**src/rtl/rp_pkg.sv**
```systemverilog
package rp_pkg;

  typedef struct packed {
    logic flip;   // x was negative, vector mirrored about the y-axis
    logic zero;   // input was (0,0)
  } rp_tag_t;

  // 1/K with K = 1.646760, as an unsigned Q0.16 constant
  localparam int KINV_FRAC = 16;
  localparam logic [KINV_FRAC-1:0] KINV_Q = 16'd39797;

  // atan(2^-i) as a fraction of a full turn, scaled to 2^32
  function automatic logic [31:0] atan_turn32(input int idx);
    case (idx)
      0:  return 32'd536870912;
      1:  return 32'd316933406;
      2:  return 32'd167458907;
      3:  return 32'd85004756;
      4:  return 32'd42667331;
      5:  return 32'd21354465;
      6:  return 32'd10679838;
      7:  return 32'd5340245;
      8:  return 32'd2670163;
      9:  return 32'd1335087;
      10: return 32'd667544;
      11: return 32'd333772;
      12: return 32'd166886;
      13: return 32'd83443;
      14: return 32'd41722;
      15: return 32'd20861;
      16: return 32'd10430;
      17: return 32'd5215;
      18: return 32'd2608;
      19: return 32'd1304;
      20: return 32'd652;
      21: return 32'd326;
      22: return 32'd163;
      23: return 32'd81;
      24: return 32'd41;
      25: return 32'd20;
      26: return 32'd10;
      27: return 32'd5;
      28: return 32'd3;
      29: return 32'd1;
      30: return 32'd1;
      default: return 32'd0;
    endcase
  endfunction

endpackage

```
**src/rtl/rp_fold.sv**
```systemverilog
module rp_fold
  import rp_pkg::*;
#(
  parameter int IN_W  = 16,
  parameter int D_W   = 23,
  parameter int LSB_G = 4
) (
  input  logic                   clk_i,
  input  logic                   rst_ni,
  input  logic                   vld_i,
  input  logic signed [IN_W-1:0] x_i,
  input  logic signed [IN_W-1:0] y_i,
  output logic                   vld_o,
  output logic signed [D_W-1:0]  x_o,
  output logic signed [D_W-1:0]  y_o,
  output rp_tag_t                tag_o
);

  logic signed [D_W-1:0] x_ext, y_ext;
  assign x_ext = D_W'(x_i) <<< LSB_G;
  assign y_ext = D_W'(y_i) <<< LSB_G;

  always_ff @(posedge clk_i) begin
    if (!rst_ni) begin
      vld_o <= 1'b0;
      x_o   <= '0;
      y_o   <= '0;
      tag_o <= '0;
    end else begin
      vld_o      <= vld_i;
      x_o        <= x_i[IN_W-1] ? -x_ext : x_ext;
      y_o        <= y_ext;
      tag_o.flip <= x_i[IN_W-1];
      tag_o.zero <= (x_i == '0) && (y_i == '0);
    end
  end

  assert_fold_right_half_R3: assert property (
    @(posedge clk_i) disable iff (!rst_ni)
    vld_o |-> !x_o[D_W-1]
  ) else $error("folded x negative");

endmodule

```
**src/rtl/rp_stage.sv**
```systemverilog
module rp_stage
  import rp_pkg::*;
#(
  parameter int D_W = 23,
  parameter int Z_W = 20,
  parameter int IDX = 0
) (
  input  logic                  clk_i,
  input  logic                  rst_ni,
  input  logic                  vld_i,
  input  logic signed [D_W-1:0] x_i,
  input  logic signed [D_W-1:0] y_i,
  input  logic signed [Z_W-1:0] z_i,
  input  rp_tag_t               tag_i,
  output logic                  vld_o,
  output logic signed [D_W-1:0] x_o,
  output logic signed [D_W-1:0] y_o,
  output logic signed [Z_W-1:0] z_o,
  output rp_tag_t               tag_o
);

  localparam int          SH    = 32 - Z_W;
  localparam logic [31:0] TURN  = atan_turn32(IDX);
  localparam logic [31:0] TRND  = (TURN + (32'd1 << (SH - 1))) >> SH;
  localparam logic signed [Z_W-1:0] ALPHA = TRND[Z_W-1:0];

  // constant shifts: pure wiring
  logic signed [D_W-1:0] x_sh, y_sh;
  assign x_sh = x_i >>> IDX;
  assign y_sh = y_i >>> IDX;

  always_ff @(posedge clk_i) begin
    if (!rst_ni) begin
      vld_o <= 1'b0;
      x_o   <= '0;
      y_o   <= '0;
      z_o   <= '0;
      tag_o <= '0;
    end else begin
      vld_o <= vld_i;
      tag_o <= tag_i;
      if (!y_i[D_W-1]) begin  // y >= 0: rotate clockwise
        x_o <= x_i + y_sh;
        y_o <= y_i - x_sh;
        z_o <= z_i + ALPHA;
      end else begin
        x_o <= x_i - y_sh;
        y_o <= y_i + x_sh;
        z_o <= z_i - ALPHA;
      end
    end
  end

  assert_x_grows_R4: assert property (
    @(posedge clk_i) disable iff (!rst_ni)
    vld_o |-> (x_o >= $past(x_i))
  ) else $error("x shrank in stage %0d", IDX);

endmodule

```
**src/rtl/rp_finish.sv**
```systemverilog
module rp_finish
  import rp_pkg::*;
#(
  parameter int D_W   = 23,
  parameter int Z_W   = 20,
  parameter int ANG_W = 16,
  parameter int MAG_W = 17,
  parameter int LSB_G = 4
) (
  input  logic                    clk_i,
  input  logic                    rst_ni,
  input  logic                    vld_i,
  input  logic signed [D_W-1:0]   x_i,
  input  logic signed [D_W-1:0]   y_i,
  input  logic signed [Z_W-1:0]   z_i,
  input  rp_tag_t                 tag_i,
  output logic                    vld_o,
  output logic [MAG_W-1:0]        mag_o,
  output logic signed [ANG_W-1:0] ang_o
);

  localparam int ZG  = Z_W - ANG_W;
  localparam int P_W = D_W + KINV_FRAC;
  localparam int RS  = KINV_FRAC + LSB_G;
  localparam logic signed [ANG_W-1:0] HALF_TURN = {1'b1, {(ANG_W-1){1'b0}}};
  localparam logic [MAG_W-1:0]        MAG_LIM   = MAG_W'(3) << (MAG_W - 3);

  logic [P_W-1:0] prod, prod_rnd;
  always_comb begin
    prod = '0;
    for (int b = 0; b < KINV_FRAC; b++)
      if (KINV_Q[b]) prod = prod + ({{KINV_FRAC{1'b0}}, x_i} << b);
  end
  assign prod_rnd = prod + (P_W'(1) << (RS - 1));

  logic signed [Z_W-1:0]   z_rnd;
  logic signed [ANG_W-1:0] fine;
  assign z_rnd = z_i + (Z_W'(1) << (ZG - 1));
  assign fine  = ANG_W'(z_rnd >>> ZG);

  always_ff @(posedge clk_i) begin
    if (!rst_ni) begin
      vld_o <= 1'b0;
      mag_o <= '0;
      ang_o <= '0;
    end else begin
      vld_o <= vld_i;
      mag_o <= MAG_W'(prod_rnd >> RS);
      // +180 - fine and -180 - fine share one code after wrap
      if (tag_i.zero)      ang_o <= '0;
      else if (tag_i.flip) ang_o <= HALF_TURN - fine;
      else                 ang_o <= fine;
    end
  end

  assert_residual_bounded_R4: assert property (
    @(posedge clk_i) disable iff (!rst_ni)
    vld_i |-> ((y_i[D_W-1] ? -y_i : y_i) <= x_i + D_W'(1))
  ) else $error("residual y exceeds x");

  assert_mag_range_R6: assert property (
    @(posedge clk_i) disable iff (!rst_ni)
    vld_o |-> (mag_o <= MAG_LIM)
  ) else $error("magnitude out of range");

endmodule

```
**src/rtl/rect2polar.sv**
```systemverilog
module rect2polar
  import rp_pkg::*;
#(
  parameter int IN_W   = 16,
  parameter int STAGES = 16,
  parameter int ANG_W  = 16
) (
  input  logic                    clk_i,
  input  logic                    rst_ni,
  input  logic                    vld_i,
  input  logic signed [IN_W-1:0]  x_i,
  input  logic signed [IN_W-1:0]  y_i,
  output logic                    vld_o,
  output logic [IN_W:0]           mag_o,
  output logic signed [ANG_W-1:0] ang_o
);

  localparam int LSB_G = 4;
  localparam int D_W   = IN_W + 3 + LSB_G;
  localparam int Z_W   = ANG_W + 4;
  localparam int MAG_W = IN_W + 1;
  localparam int LAT   = STAGES + 2;
  localparam int CNT_W = $clog2(LAT + 1) + 1;

  logic                  vld_s [STAGES+1];
  logic signed [D_W-1:0] x_s   [STAGES+1];
  logic signed [D_W-1:0] y_s   [STAGES+1];
  logic signed [Z_W-1:0] z_s   [STAGES+1];
  rp_tag_t               tag_s [STAGES+1];

  rp_fold #(.IN_W(IN_W), .D_W(D_W), .LSB_G(LSB_G)) i_fold (
    .clk_i, .rst_ni, .vld_i, .x_i, .y_i,
    .vld_o(vld_s[0]), .x_o(x_s[0]), .y_o(y_s[0]), .tag_o(tag_s[0])
  );
  assign z_s[0] = '0;

  for (genvar i = 0; i < STAGES; i++) begin : g_stage
    rp_stage #(.D_W(D_W), .Z_W(Z_W), .IDX(i)) i_stage (
      .clk_i, .rst_ni,
      .vld_i(vld_s[i]),   .x_i(x_s[i]),   .y_i(y_s[i]),
      .z_i(z_s[i]),       .tag_i(tag_s[i]),
      .vld_o(vld_s[i+1]), .x_o(x_s[i+1]), .y_o(y_s[i+1]),
      .z_o(z_s[i+1]),     .tag_o(tag_s[i+1])
    );
  end

  rp_finish #(.D_W(D_W), .Z_W(Z_W), .ANG_W(ANG_W), .MAG_W(MAG_W), .LSB_G(LSB_G)) i_finish (
    .clk_i, .rst_ni,
    .vld_i(vld_s[STAGES]), .x_i(x_s[STAGES]), .y_i(y_s[STAGES]),
    .z_i(z_s[STAGES]),     .tag_i(tag_s[STAGES]),
    .vld_o, .mag_o, .ang_o
  );

  // cycles since reset, saturating at the latency
  logic [CNT_W-1:0] since_rst;
  always_ff @(posedge clk_i) begin
    if (!rst_ni)                      since_rst <= '0;
    else if (since_rst < CNT_W'(LAT)) since_rst <= since_rst + 1'b1;
  end

  assert_no_early_out_R2: assert property (
    @(posedge clk_i) disable iff (!rst_ni)
    vld_o |-> (since_rst >= CNT_W'(LAT))
  ) else $error("result before pipeline filled");

endmodule

```
**config.mk**
```make
export PLATFORM = sky130hd
export DESIGN_NAME = rect2polar
export DESIGN_NICKNAME = d
export VERILOG_FILES = /design/src/rtl/rp_pkg.sv /design/src/rtl/rp_fold.sv /design/src/rtl/rp_stage.sv /design/src/rtl/rp_finish.sv /design/src/rtl/rect2polar.sv
export SDC_FILE = /design/constraint.sdc
export NUM_CORES = 2
export LEC_CHECK = 0
export BUFFER_PORTS_ARGS = -buffer_cell sky130_fd_sc_hd__buf_2
export CORE_UTILIZATION = 41
export DETAILED_ROUTE_END_ITERATION = 6
export PLACE_DENSITY = 0.58
export SLEW_MARGIN = 5
export SYNTH_ARGS = -nofsm -noshare
export SYNTH_HDL_FRONTEND = slang
export SYNTH_SLANG_ARGS = --single-unit
```
**constraint.sdc**
```tcl
create_clock -name clk_i -period 6.5 [get_ports clk_i]
set_input_delay 0.325 -clock clk_i [delete_from_list [all_inputs] [get_ports clk_i]]
set_output_delay 0.325 -clock clk_i [all_outputs]
set_load 0.01 [all_outputs]
```
==> flow_summary.html <==
<table>
<tr><th>Metric</th><th>Value</th></tr>
<tr><th colspan="2">Outcome</th></tr>
<tr><td>Result of the run</td><td>finished with violations</td></tr>
<tr><td>Violations in the final reports</td><td>setup timing</td></tr>
<tr><th colspan="2">Finish</th></tr>
<tr><td>NumNets Final</td><td>between 10,000 and 15,000</td></tr>
<tr><td>Fraction of final layout cells sized beyond drive strength 1</td><td>5.52%</td></tr>
<tr><td>Leading cell type in the layout, fill and taps excluded</td><td>nor2_1</td></tr>
<tr><td>Top library cells by usage in the layout, fill and taps aside</td><td>1,431 x nor2_1, 1,059 x dfxtp_1, 1,037 x ha_1</td></tr>
<tr><td>Number of filler instances in the final layout</td><td>19,400</td></tr>
<tr><td>Synth-to-Final Area Change</td><td>11.1%</td></tr>
<tr><th colspan="2">Synthesis</th></tr>
<tr><td>Simple logic cell fraction of the synthesized area</td><td>20.0%</td></tr>
<tr><td>Post-Synth XOR/XNOR Area</td><td>~11%</td></tr>
<tr><td>Register area share after synthesis</td><td>between 20% and 30%</td></tr>
<tr><td>Fraction of the mapped netlist area in adder cells</td><td>20.3%</td></tr>
<tr><td>Post-synthesis register bit count</td><td>1,078</td></tr>
<tr><td>Share of synthesized area spent on multiplexers</td><td>0.921%</td></tr>
<tr><td>Number of different library cells in the post-synthesis netlist</td><td>91</td></tr>
<tr><td>Number of enable-type register cells in the synthesized netlist</td><td>0</td></tr>
<tr><td>Post-synthesis compound-gate area fraction</td><td>around 18%</td></tr>
<tr><td>Async set-reset flop share out of synthesis</td><td>0%</td></tr>
<tr><td>Ys Warns</td><td>0</td></tr>
<tr><td>Post-synthesis area per instance</td><td>8.28 um2</td></tr>
<tr><td>Most instantiated flip-flop cell in the synthesis netlist</td><td>dfxtp_1</td></tr>
<tr><td>Most area-consuming cells after synthesis</td><td>dfxtp_1 26%, ha_1 16%, nor2_1 6.6%</td></tr>
<tr><td>Synthesized cell area</td><td>about 82,000 um2</td></tr>
<tr><td>Syn Inst Count</td><td>9,926</td></tr>
<tr><td>Cell taking the most area after synthesis</td><td>dfxtp_1</td></tr>
<tr><td>Main combinational cell family by area after synthesis</td><td>adder cells</td></tr>
<tr><td>Top cell type's share of synthesized area</td><td>a little over a quarter</td></tr>
<tr><th colspan="2">GRT</th></tr>
<tr><td>Number of antenna violations at the first check in global routing</td><td>5</td></tr>
<tr><td>Remaining Overflow, GRT</td><td>0</td></tr>
<tr><td>Via count of the first global-routing pass</td><td>66,200</td></tr>
<tr><td>First-pass GRT wire length</td><td>343,000 um</td></tr>
<tr><td>Maximum number of pins on one net before global-route repair</td><td>155</td></tr>
<tr><td>Global-route usage over all layers</td><td>20.4%</td></tr>
<tr><th colspan="2">CTS</th></tr>
<tr><td>Clock H-tree levels</td><td>4</td></tr>
<tr><td>Post-CTS clock slew at the launch and capture registers of the worst setup and hold paths</td><td>0.06 ns</td></tr>
<tr><td>Root Buffer Master</td><td>clkbuf_16</td></tr>
<tr><td>Maximum buffer depth of the clock tree</td><td>3</td></tr>
<tr><td>Clock latency reported for the late side of the worst-skew pair</td><td>0.80 ns</td></tr>
<tr><td>CTS tree</td><td>built</td></tr>
<tr><td>Number of CTS-inserted buffers</td><td>134</td></tr>
<tr><td>Clock Sinks</td><td>1,078</td></tr>
<tr><th colspan="2">Detailed routing</th></tr>
<tr><td>Number of DRC violations after detailed-routing iteration 0</td><td>about 4,000</td></tr>
<tr><td>Total number of vias</td><td>about 70,000</td></tr>
<tr><td>Drt drc</td><td>0</td></tr>
<tr><td>Final ANT Viol Nets</td><td>0</td></tr>
<tr><td>1st-pass router iterations</td><td>6</td></tr>
<tr><td>Routed wire length per instance</td><td>16.6 um</td></tr>
<tr><td>Number of vias per cell</td><td>5.39</td></tr>
<tr><td>DRT Wirelength</td><td>around 210,000 um</td></tr>
<tr><th colspan="2">STA</th></tr>
<tr><td>Setup tns final</td><td>-0.967 ns</td></tr>
<tr><td>Number of max-slew violations in the final report</td><td>0</td></tr>
<tr><td>Maximum frequency from static timing analysis</td><td>0.149 GHz</td></tr>
<tr><td>Worst Setup Slack, final</td><td>-0.224 ns</td></tr>
<tr><td>Actual transition at the worst max-transition pin</td><td>1.25 ns</td></tr>
<tr><td>Number of hold-slack violations in the final timing report</td><td>0</td></tr>
<tr><td>Min Tclk post-route</td><td>6.72 ns</td></tr>
<tr><td>Clock Skews</td><td>0.0330 ns</td></tr>
<tr><td>Share of the clock period used by the worst path after layout</td><td>103%</td></tr>
<tr><td>Setup-failing EPs final</td><td>7</td></tr>
<tr><td>Rel. slew slack</td><td>15.7%</td></tr>
<tr><td>Hold Worst Slack</td><td>0.0652 ns</td></tr>
<tr><td>Unrepaired setup endpoints after global routing</td><td>yes</td></tr>
<tr><th colspan="2">Placement</th></tr>
<tr><td>Dpl hpwl</td><td>around 170,000 um</td></tr>
<tr><td>Routability congestion estimate</td><td>0.902</td></tr>
<tr><td>Total of buffers placed on input and output ports</td><td>68</td></tr>
<tr><th colspan="2">Flow run</th></tr>
<tr><td>Max-cap violations</td><td>0</td></tr>
<tr><th colspan="2">Worst hold path</th></tr>
<tr><td>Hold Path Stages</td><td>2</td></tr>
<tr><td>Type of the tightest min-delay check</td><td>in -&gt; reg</td></tr>
<tr><td>Endpoint, Worst Hold</td><td>g_stage[1].i_stage.y_o[13]$_SDFF_PN0_</td></tr>
<tr><td>Startpoint of the tightest hold check path</td><td>rst_ni</td></tr>
<tr><th colspan="2">Setup path</th></tr>
<tr><td>Critical Path Sink Type</td><td>flop</td></tr>
<tr><td>Data arrival time at the worst-slack endpoint</td><td>7.39 ns</td></tr>
<tr><td>Source of the worst register-to-register timing path</td><td>g_stage[15].i_stage.x_o[12]$_SDFF_PN0_</td></tr>
<tr><td>Setup slack on the worst flop-to-flop path</td><td>-0.22 ns</td></tr>
<tr><td>Worst flop-to-flop path endpoint</td><td>i_finish.mag_o[15]$_SDFF_PN0_</td></tr>
<tr><td>Stage delay of the slowest cell on the critical path</td><td>0.50 ns</td></tr>
<tr><td>Worst Reg2Reg Path Length in Cells</td><td>26</td></tr>
<tr><td>Startpoint types</td><td>flop</td></tr>
<tr><td>Critical path start-end classification</td><td>reg -&gt; reg</td></tr>
<tr><td>Critical path's most frequent cell</td><td>fa_1</td></tr>
<tr><td>CP Max Fanout</td><td>4</td></tr>
<tr><td>CP max-delay cell</td><td>fa_1</td></tr>
<tr><td>Required time of the critical path</td><td>7.17 ns</td></tr>
<tr><th colspan="2">Floorplanning</th></tr>
<tr><td>Boundary Pins</td><td>69</td></tr>
<tr><td>Chip Width</td><td>450 um</td></tr>
<tr><td>Die area</td><td>202,000 um2</td></tr>
<tr><td>Floorplan die height</td><td>450 um</td></tr>
<tr><td>Initial cell density of the core</td><td>41.4%</td></tr>
<tr><td>CORE AREA</td><td>198,000 um2</td></tr>
<tr><td>Count of standard-cell rows</td><td>163</td></tr>
</table>
==> critical path: cells and delay by family, from the launching register on <==
family,cells,cell delay (ns)
AO/OA/AOI/OAI,13,2.79
AND/OR/NAND/NOR,2,0.25
flip-flops,1,0.35
adder cells (fa/ha/maj),7,2.83
XOR/XNOR,1,0.08
buffers and inverters,3,0.28
==> worst max path at each step <==
| stage | from | slack [ns] | endpoint | cells after the start |
|---|---|---|---|---|
| 2_1_floorplan | g_stage[15].i_stage.x_o[8]$_SDFF_PN0_ | 0.002 | i_finish.mag_o[15]$_SDFF_PN0_ | 26 |
| 3_3_place_gp | g_stage[15].i_stage.x_o[4]$_SDFF_PN0_ | -0.32 | i_finish.mag_o[14]$_SDFF_PN0_ | 26 |
| 3_5_place_dp | g_stage[15].i_stage.x_o[4]$_SDFF_PN0_ | -0.36 | i_finish.mag_o[14]$_SDFF_PN0_ | 26 |
| 4_1_cts | g_stage[15].i_stage.x_o[2]$_SDFF_PN0_ | -0.27 | i_finish.mag_o[15]$_SDFF_PN0_ | 27 |
| 5_1_grt | g_stage[15].i_stage.x_o[12]$_SDFF_PN0_ | -0.48 | i_finish.mag_o[15]$_SDFF_PN0_ | 26 |
| 6_report | g_stage[15].i_stage.x_o[12]$_SDFF_PN0_ | -0.22 | i_finish.mag_o[15]$_SDFF_PN0_ | 26 |
==> layer usage <==
metal / routed length (um) / vias up / track usage [%] / share of wire, %
met2: 91600 / 1319 / 31.9 / 43
met4: 6540 / 2 / 6.95 / 3.1
met5: 8 / - / 0 / 0.0038
li1: - / 35100 / - / -
met3: 10400 / 320 / 3.28 / 4.9
met1: 104000 / 32400 / 28.4 / 49
==> flip-flops by register name (all words and copies together), names as in the netlist <==
| register | flops |
|---|---|
| i_fold.vld_o | 1 |
| i_fold.y_o | 16 |
| i_finish.ang_o | 16 |
| g_stage.i_stage.z_o | 279 |
| i_fold.tag_o | 2 |
| i_fold.x_o | 19 |
| g_stage.i_stage.vld_o | 16 |
| g_stage.i_stage.x_o | 358 |
| i_finish.mag_o | 17 |
| i_finish.vld_o | 1 |
| g_stage.i_stage.y_o | 321 |
| g_stage.i_stage.tag_o | 32 |
==> synthesized netlist by cell type (all sizes together), types with 17 or more instances <==
cell and n:
nor2 1435, dfxtp 1078, ha 1042, a21oi 735, xnor2 568, inv 535, xor2 501, nand2 468
o21ai 430, nor3 399, a21o 305, and2 212, clkbuf 196, fa 183, nand3 177, nand2b 137
o21a 123, and3 114, nor2b 114, a31oi 110, o21bai 92, a211oi 87, or3 84, nor4 76
nor3b 72, a211o 49, o31ai 46, mux2i 43, nand4 41, or2 38, a2111oi 34, mux2 29
buf 28, o211ai 28, o2111ai 25, o41ai 24, nand3b 20, a21boi 19, nand4b 17
==> cell families (layout without fill, tap and decap cells) <==
kind of cell / count (synthesis) / in the layout
other cells: 1 / 4
buf+inv: 760 / 1012
compound gates: 2267 / 2267
flops: 1078 / 1078
xor+xnor: 1069 / 1069
simple gates: 3454 / 3454
mux: 72 / 72
fa+ha+maj: 1225 / 1225
==> layout make-up <==
| cell class | count | area [um2] | share of cell area, % |
|---|---|---|---|
| Clock buffer | 181 | 3800 | 4.17 |
| Multi-Input combinational cell | 8090 | 58000 | 63.5 |
| Antenna cell | 1 | 2.50 | 0.00274 |
| Clock inverter | 60 | 800 | 0.876 |
| Inverter | 536 | 2020 | 2.21 |
| Tap cell | 2640 | 3300 | 3.62 |
| Timing Repair Buffer | 235 | 1770 | 1.94 |
| Sequential cell | 1078 | 21600 | 23.7 |
==> what timing repair did <==
item                                    in CTS  in global routing
resized for setup                           11                 32
endpoints found under the setup margin      11                 15
setup buffers                                4                  5
endpoints found under the hold margin       35                  0
hold buffers                                40                  0
pin swaps                                   24                 19
==> stage by stage <==
step	std cells	utilization, %	setup WS, ns	cell area, um2
global placement	12500	43.4	-0.320	86100
floorplan	9928	-	0.00151	82300
global route	12800	46.1	-0.479	91300
CTS	12800	46.0	-0.267	91100
finish	12800	46.1	-0.224	91300
detailed placement	12500	43.4	-0.356	86100
Power is left out: the tool's default activity adds up to more than one toggle a clock period on the data nets, which glitch-free logic cannot reach.
